**src/rtl/mft_pkg.sv**
```systemverilog
package mft_pkg;
  localparam int unsigned PRE_BYTES = 6;
  localparam logic [7:0]  SYNC_A    = 8'hB2;
  localparam logic [7:0]  SYNC_B    = 8'h4D;
  localparam logic [15:0] CRC_POLY  = 16'h1021;

  typedef enum logic [2:0] {
    PH_PRE, PH_SYNC_A, PH_SYNC_B, PH_LEN, PH_DATA, PH_CRC_HI, PH_CRC_LO
  } phase_e;
endpackage

```
**src/rtl/mft_fifo.sv**
```systemverilog
module mft_fifo #(
  parameter int DEPTH = 16,
  parameter int DW    = 8
) (
  input  logic          clk_i,
  input  logic          rst_ni,
  input  logic          wr_i,
  input  logic [DW-1:0] wdata_i,
  input  logic          rd_i,
  output logic [DW-1:0] rdata_o,
  output logic          empty_o,
  output logic          full_o
);
  localparam int AW = $clog2(DEPTH);

  logic [DW-1:0] mem_q [DEPTH];
  logic [AW-1:0] wp_q, rp_q;
  logic [AW:0]   cnt_q;
  logic          wr_ok, rd_ok;

  assign empty_o = (cnt_q == '0);
  assign full_o  = (cnt_q == (AW+1)'(DEPTH));
  assign wr_ok   = wr_i && !full_o;
  assign rd_ok   = rd_i && !empty_o;
  assign rdata_o = mem_q[rp_q];

  always_ff @(posedge clk_i) begin
    if (wr_ok) mem_q[wp_q] <= wdata_i;
  end

  always_ff @(posedge clk_i or negedge rst_ni) begin
    if (!rst_ni) begin
      wp_q  <= '0;
      rp_q  <= '0;
      cnt_q <= '0;
    end else begin
      if (wr_ok) wp_q <= (wp_q == AW'(DEPTH-1)) ? '0 : wp_q + 1'b1;
      if (rd_ok) rp_q <= (rp_q == AW'(DEPTH-1)) ? '0 : rp_q + 1'b1;
      case ({wr_ok, rd_ok})
        2'b10:   cnt_q <= cnt_q + 1'b1;
        2'b01:   cnt_q <= cnt_q - 1'b1;
        default: ;
      endcase
    end
  end

  a_r10_no_overflow: assert property (@(posedge clk_i) disable iff (!rst_ni)
    (wr_i && full_o && !rd_i) |=> (cnt_q == $past(cnt_q)));
endmodule

```
**src/rtl/mft_crc16.sv**
```systemverilog
module mft_crc16 import mft_pkg::*; (
  input  logic        clk_i,
  input  logic        rst_ni,
  input  logic        clear_i,
  input  logic        upd_i,
  input  logic [7:0]  data_i,
  output logic [15:0] crc_o
);
  logic [15:0] crc_q, crc_d;

  always_comb begin
    crc_d = crc_q ^ {data_i, 8'h00};
    for (int i = 0; i < 8; i++)
      crc_d = crc_d[15] ? ((crc_d << 1) ^ CRC_POLY) : (crc_d << 1);
  end

  always_ff @(posedge clk_i or negedge rst_ni) begin
    if (!rst_ni)      crc_q <= '0;
    else if (clear_i) crc_q <= '0;
    else if (upd_i)   crc_q <= crc_d;
  end

  assign crc_o = crc_q;
endmodule

```
**src/rtl/mft_bit_timer.sv**
```systemverilog
module mft_bit_timer #(
  parameter int SLOW_CYC = 64,
  parameter int FAST_CYC = 32
) (
  input  logic clk_i,
  input  logic rst_ni,
  input  logic run_i,
  input  logic fast_i,
  output logic half2_o,
  output logic bit_end_o
);
  localparam int CW = $clog2(SLOW_CYC);

  logic [CW-1:0] cnt_q, limit;

  assign limit     = fast_i ? CW'(FAST_CYC-1) : CW'(SLOW_CYC-1);
  assign half2_o   = fast_i ? (cnt_q >= CW'(FAST_CYC/2)) : (cnt_q >= CW'(SLOW_CYC/2));
  assign bit_end_o = run_i && (cnt_q == limit);

  always_ff @(posedge clk_i or negedge rst_ni) begin
    if (!rst_ni)                 cnt_q <= '0;
    else if (!run_i || bit_end_o) cnt_q <= '0;
    else                         cnt_q <= cnt_q + 1'b1;
  end

  // a bit never outlasts its period
  a_r2_period: assert property (@(posedge clk_i) disable iff (!rst_ni)
    run_i |-> (cnt_q <= limit));
endmodule

```
**src/rtl/manch_frame_tx.sv**
```systemverilog
module manch_frame_tx import mft_pkg::*; #(
  parameter int FIFO_DEPTH = 16,
  parameter int SLOW_CYC   = 64,
  parameter int FAST_CYC   = 32
) (
  input  logic       clk_i,
  input  logic       rst_ni,
  input  logic       rate_i,
  input  logic       start_i,
  input  logic       wr_i,
  input  logic [7:0] wdata_i,
  output logic       full_o,
  output logic       tx_o,
  output logic       busy_o,
  output logic       done_o,
  output logic       underflow_o
);
  localparam int PW = $clog2(PRE_BYTES + 1);

  phase_e      phase_q;
  logic        busy_q, done_q, uflow_q, rate_q;
  logic [7:0]  shift_q, left_q;
  logic [2:0]  bit_q;
  logic [PW-1:0] pre_q;

  logic        fifo_empty, fifo_pop, need_fifo, start_acc;
  logic [7:0]  fifo_data;
  logic [15:0] crc;
  logic        half2, bit_end, byte_end;

  mft_fifo #(.DEPTH(FIFO_DEPTH), .DW(8)) i_fifo (
    .clk_i, .rst_ni, .wr_i, .wdata_i,
    .rd_i(fifo_pop), .rdata_o(fifo_data), .empty_o(fifo_empty), .full_o
  );

  mft_crc16 i_crc (
    .clk_i, .rst_ni, .clear_i(start_acc), .upd_i(fifo_pop),
    .data_i(fifo_data), .crc_o(crc)
  );

  mft_bit_timer #(.SLOW_CYC(SLOW_CYC), .FAST_CYC(FAST_CYC)) i_timer (
    .clk_i, .rst_ni, .run_i(busy_q), .fast_i(rate_q),
    .half2_o(half2), .bit_end_o(bit_end)
  );

  assign start_acc = start_i && !busy_q;
  assign byte_end  = bit_end && (bit_q == 3'd7);
  assign need_fifo = byte_end && ((phase_q == PH_SYNC_B) ||
                     (((phase_q == PH_LEN) || (phase_q == PH_DATA)) && (left_q != 8'd0)));
  assign fifo_pop  = need_fifo && !fifo_empty;

  always_ff @(posedge clk_i or negedge rst_ni) begin
    if (!rst_ni) begin
      phase_q <= PH_PRE;
      busy_q  <= 1'b0;
      done_q  <= 1'b0;
      uflow_q <= 1'b0;
      rate_q  <= 1'b0;
      shift_q <= '0;
      left_q  <= '0;
      bit_q   <= '0;
      pre_q   <= '0;
    end else begin
      done_q <= 1'b0;
      if (start_acc) begin
        busy_q  <= 1'b1;
        uflow_q <= 1'b0;
        rate_q  <= rate_i;
        phase_q <= PH_PRE;
        pre_q   <= '0;
        shift_q <= 8'h00;
        bit_q   <= '0;
      end else if (busy_q && bit_end) begin
        if (!byte_end) begin
          shift_q <= shift_q << 1;
          bit_q   <= bit_q + 1'b1;
        end else begin
          bit_q <= '0;
          if (need_fifo && fifo_empty) begin
            busy_q  <= 1'b0;
            uflow_q <= 1'b1;
          end else begin
            case (phase_q)
              PH_PRE: begin
                if (pre_q == PW'(PRE_BYTES-1)) begin
                  phase_q <= PH_SYNC_A;
                  shift_q <= SYNC_A;
                end else begin
                  pre_q   <= pre_q + 1'b1;
                  shift_q <= 8'h00;
                end
              end
              PH_SYNC_A: begin
                phase_q <= PH_SYNC_B;
                shift_q <= SYNC_B;
              end
              PH_SYNC_B: begin
                phase_q <= PH_LEN;
                shift_q <= fifo_data;
                left_q  <= (fifo_data == 8'd0) ? 8'd0 : fifo_data - 8'd1;
              end
              PH_LEN, PH_DATA: begin
                if (left_q != 8'd0) begin
                  phase_q <= PH_DATA;
                  shift_q <= fifo_data;
                  left_q  <= left_q - 8'd1;
                end else begin
                  phase_q <= PH_CRC_HI;
                  shift_q <= crc[15:8];
                end
              end
              PH_CRC_HI: begin
                phase_q <= PH_CRC_LO;
                shift_q <= crc[7:0];
              end
              default: begin
                busy_q <= 1'b0;
                done_q <= 1'b1;
              end
            endcase
          end
        end
      end
    end
  end

  assign tx_o        = busy_q && (shift_q[7] ^ half2);
  assign busy_o      = busy_q;
  assign done_o      = done_q;
  assign underflow_o = uflow_q;

  a_r5_done_after_busy: assert property (@(posedge clk_i) disable iff (!rst_ni)
    done_o |-> (!busy_o && $past(busy_o)));
  a_r6_rate_held: assert property (@(posedge clk_i) disable iff (!rst_ni)
    (busy_q && start_i) |=> (rate_q == $past(rate_q)));
  a_r7_abort_quiet: assert property (@(posedge clk_i) disable iff (!rst_ni)
    underflow_o |-> (!busy_o && !done_o));
  a_r9_idle_low: assert property (@(posedge clk_i) disable iff (!rst_ni)
    !busy_o |-> !tx_o);
  a_r3_pop_only_busy: assert property (@(posedge clk_i) disable iff (!rst_ni)
    fifo_pop |-> busy_q);
endmodule

```
**config.mk**
```make
export PLATFORM = sky130hd
export DESIGN_NAME = manch_frame_tx
export DESIGN_NICKNAME = d
export VERILOG_FILES = /design/src/rtl/mft_pkg.sv /design/src/rtl/mft_fifo.sv /design/src/rtl/mft_crc16.sv /design/src/rtl/mft_bit_timer.sv /design/src/rtl/manch_frame_tx.sv
export SDC_FILE = /design/constraint.sdc
export NUM_CORES = 1
export LEC_CHECK = 0
export ABC_AREA = 1
export BUFFER_PORTS_ARGS = -buffer_cell sky130_fd_sc_hd__buf_2
export CORE_UTILIZATION = 45
export DETAILED_ROUTE_END_ITERATION = 8
export PLACE_DENSITY_LB_ADDON = 0.3
export SLEW_MARGIN = 20
export SYNTH_ARGS = -nofsm -noshare
export SYNTH_HDL_FRONTEND = slang
export SYNTH_SLANG_ARGS = --single-unit
```
**constraint.sdc**
```tcl
create_clock -name clk_i -period 4.4 [get_ports clk_i]
set_clock_uncertainty 0.1 [all_clocks]
set_input_delay 0.88 -clock clk_i [delete_from_list [all_inputs] [get_ports clk_i]]
set_output_delay 0.88 -clock clk_i [all_outputs]
set_load 0.05 [all_outputs]
```
==> metrics.md <==
| Metric | Value |
|---|---|
| Outcome | `finished, final reports clean` |
| Die X-Extent | `around 150 µm` |
| Max Cap Violations | `0` |
| Synth area leader | `edfxtp_1` |
| Post-DRT Antenna Nets | `0` |
| Max_slew headroom | `0.395` |
| Worst-Skew Late Latency | `roughly 0.45 ns` |
| WL per Instance | `around 15 µm` |
| Share of post-route cells with drive strength above 1 | `0.0937` |
| Crit path arrival time | `3.53 ns` |
| IO Pins | `18` |
| Commonest non-fill, non-tap cells in the layout | `nand2_1, inv_1, edfxtp_1, nor2_1, nand3_1` |
| Synth Area per Inst | `about 9 µm²` |
| Synth Instances | `1073` |
| Post-Syn Nets | `approximately 1100` |
| Htree depth | `4` |
| Nets | `between 1000 and 1500` |
| Final HPWL DP | `13.2 mm` |
| # diodes | `0` |
| Synth cell types | `42` |
| CP max FO | `11` |
| Hold_sp | `shift_q[5]$_DFFE_PN0P_` |
| Top cells by area, synth | `edfxtp_1, dfrtp_1, nand2_1` |
| Resize count post-CTS | `0` |
| CTS root buf | `clkbuf_16` |
| Pin count of the biggest net entering global routing | `65` |
| Finished Layout Cells | `between 1000 and 1500` |
| GP Congestion | `around 0.80` |
| Total GRT Usage | `0.197` |
| DRT iter0 DRCs | `about 440` |
| TritonCTS Buffers | `17` |
| Least-Margin Pin Slew | `between 0.9 and 1 ns` |
| RSZ-0062 raised after global routing | `no` |
| Initial antenna violation count | `0` |
| Most common cell after layout, fill and taps aside | `nand2_1` |
| Initial Util | `0.459` |
| Post-CTS setup buffer count | `0` |
| Critical path type | `reg2reg` |
| Aggregate routed wire length | `20.5 mm` |
| Hold buffer count at cts | `0` |
| Area Overhead vs Synth | `9.56%` |
| Worst Setup SP | `phase_q[2]$_DFFE_PN0P_` |
| Drt drc | `0` |
| Vias per inst | `5.02` |
| Hold WS | `0.384 ns` |
| Startpoint type of the worst setup path | `flop` |
| TritonCTS clock tree | `built` |
| Die Y-Extent | `roughly 150 µm` |
| FP Rows | `53` |
| Max clock buf depth | `2` |
| Synth warnings | `0` |
| Yosys reg bits | `between 150 and 200` |
| Seq/Total Area, Yosys | `0.564` |
| CP endpoint kind | `flop` |
| Gr ovfl total | `0` |
| Slew Limit Fails | `0` |
| Final setup violation count | `0` |
| Final worst-path cycle share | `0.750` |
| Final core utilization | `0.503` |
| Via count | `6902` |
| Maximum vdd drop | `roughly 0.24 mV` |
| Min Tclk post-route | `between 3 and 4 ns` |
| Max frequency | `a little over 0.3 GHz` |
| Inst Count DP | `approximately 1300` |
| Core box area | `0.0210 mm²` |
| Vias in the first global route | `6349` |
| WP data required | `4.62 ns` |
| Power Density | `roughly 450 mW/mm²` |
| I/O Buffers | `17` |
| Final Hold Viols | `0` |
| Min-delay worst type | `reg2reg` |
| First-pass GRT wire length | `32.9 mm` |
| Reg2reg start | `phase_q[2]$_DFFE_PN0P_` |
| Synth Cell Area | `between 0.009 and 0.01 mm²` |
| Clock transition at path regs | `~0.090 ns` |
| Setup TNS | `0 ns` |
| Pleak | `4.81 nW` |
| Post-synth top area share | `0.398` |
| Die ar. | `between 0.02 and 0.025 mm²` |
| First-pass iteration count of the detailed router | `4` |
| Clock sinks | `192` |
per-stage QoR:
step	worst slack, ns	area, µm²	power, mW
after floorplan	1.36	9650	2.93
after CTS	1.10	10600	4.83
after global routing	0.742	10600	5.05
after global placement	1.21	9920	3.14
after detailed placement	1.11	9920	3.16
final	1.10	10600	4.80
synth_stat cells:
cell      count
nand2_1     306
inv_1       144
edfxtp_1    128
nor2_1      102
nand3_1      94
dfrtp_1      64
o21ai_0      52
a21oi_1      31
ha_1         18
o21ai_1      14
xor2_1       13
buf_2        11
nand2_2      11
buf_6        10
inv_2         9
nor2_2        8
nor2_4        6
nor3_1        6
o22ai_1       6
buf_4         5
o221ai_1      4
a22oi_1       3
nand2_4       3
clkbuf_1      2
nand4_1       2
nor3b_1       2
o21a_1        2
or2_2         2
xor2_2        2
a21o_1        1
and3_1        1
fa_1          1
inv_4         1
inv_8         1
nand3_2       1
nand3b_2      1
nand3b_4      1
nand4_2       1
o211ai_1      1
o31ai_1       1
xnor2_1       1
xor2_4        1
sequential cells by signal, summed over array words and instances, names as in the netlist:
signal / count
underflow_o: 1
done_o: 1
rate_q: 1
phase_q: 3
i_fifo.rp_q: 4
i_fifo.mem_q: 128
i_timer.cnt_q: 6
busy_o: 1
shift_q: 8
i_fifo.wp_q: 4
i_fifo.cnt_q: 5
bit_q: 3
pre_q: 3
left_q: 8
i_crc.crc_o: 16
final cells by class:
cell class,count,area (µm²)
fill,1877,10500
sequential,192,5450
tap,275,344
clock buffer,17,425
clock inverter,15,229
timing repair buffer,22,135
multi-input combinational,698,3400
inverter,155,592
where the power goes:
group | switching, mW | internal (mW) | leakage, nW
registers | 0.121 | 2.15 | 1.99
logic | 0.584 | 0.267 | 2.50
clock network | 0.863 | 0.814 | 0.316
total | 1.57 | 3.23 | 4.81
final timing paths:
path / to / slack, ns / depth (start not counted)
setup reg to reg: i_fifo.cnt_q[4]$_DFFE_PN0P_ / 1.10 / 17
max in group asynchronous: i_fifo.rp_q[0]$_DFFE_PN0P_ / 3.08 / 2
hold reg to reg: shift_q[5]$_DFFE_PN0P_ / 0.38 / 2
setup / recovery: i_fifo.cnt_q[4]$_DFFE_PN0P_ / 1.10 / 17
min in group asynchronous: i_timer.cnt_q[2]$_DFF_PN0_ / 0.52 / 2
hold / removal: shift_q[5]$_DFFE_PN0P_ / 0.38 / 2
layer usage:
layer | part of all wire | track usage | vias to the layer above
met5 | 0 | 0 | -
met1 | 0.46 | 0.268 | 3240
met2 | 0.48 | 0.322 | 147
met4 | 0.015 | 0.0562 | 0
li1 | - | - | 3488
met3 | 0.048 | 0.0353 | 27
logic make-up (layout without fill, tap and decap cells):
| family | after synthesis | in the layout | synth area share |
|---|---|---|---|
| compound gates | 115 | 115 | 0.0641 |
| xor+xnor | 17 | 17 | 0.0189 |
| fa+ha+maj | 19 | 19 | 0.0254 |
| buf+inv | 183 | 209 | 0.0834 |
| flops | 192 | 192 | 0.564 |
| simple gates | 547 | 547 | 0.244 |
critical path, stage by stage, from the launching register on:
cell and delay, ns:
dfrtp_1 0.45, inv_2 0.13, nand3_1 0.08, nand2_1 0.32, nand3b_2 0.27, nand2_2 0.21, nor2_2 0.08, inv_2 0.07
nor2_4 0.03, ha_1 0.29, fa_1 0.42, a21oi_1 0.16, nor2_1 0.06, nor2_1 0.09, inv_1 0.05, a21oi_1 0.11
o21ai_0 0.11, xor2_1 0.16
Note: power is estimated with default switching activity, not from simulation.
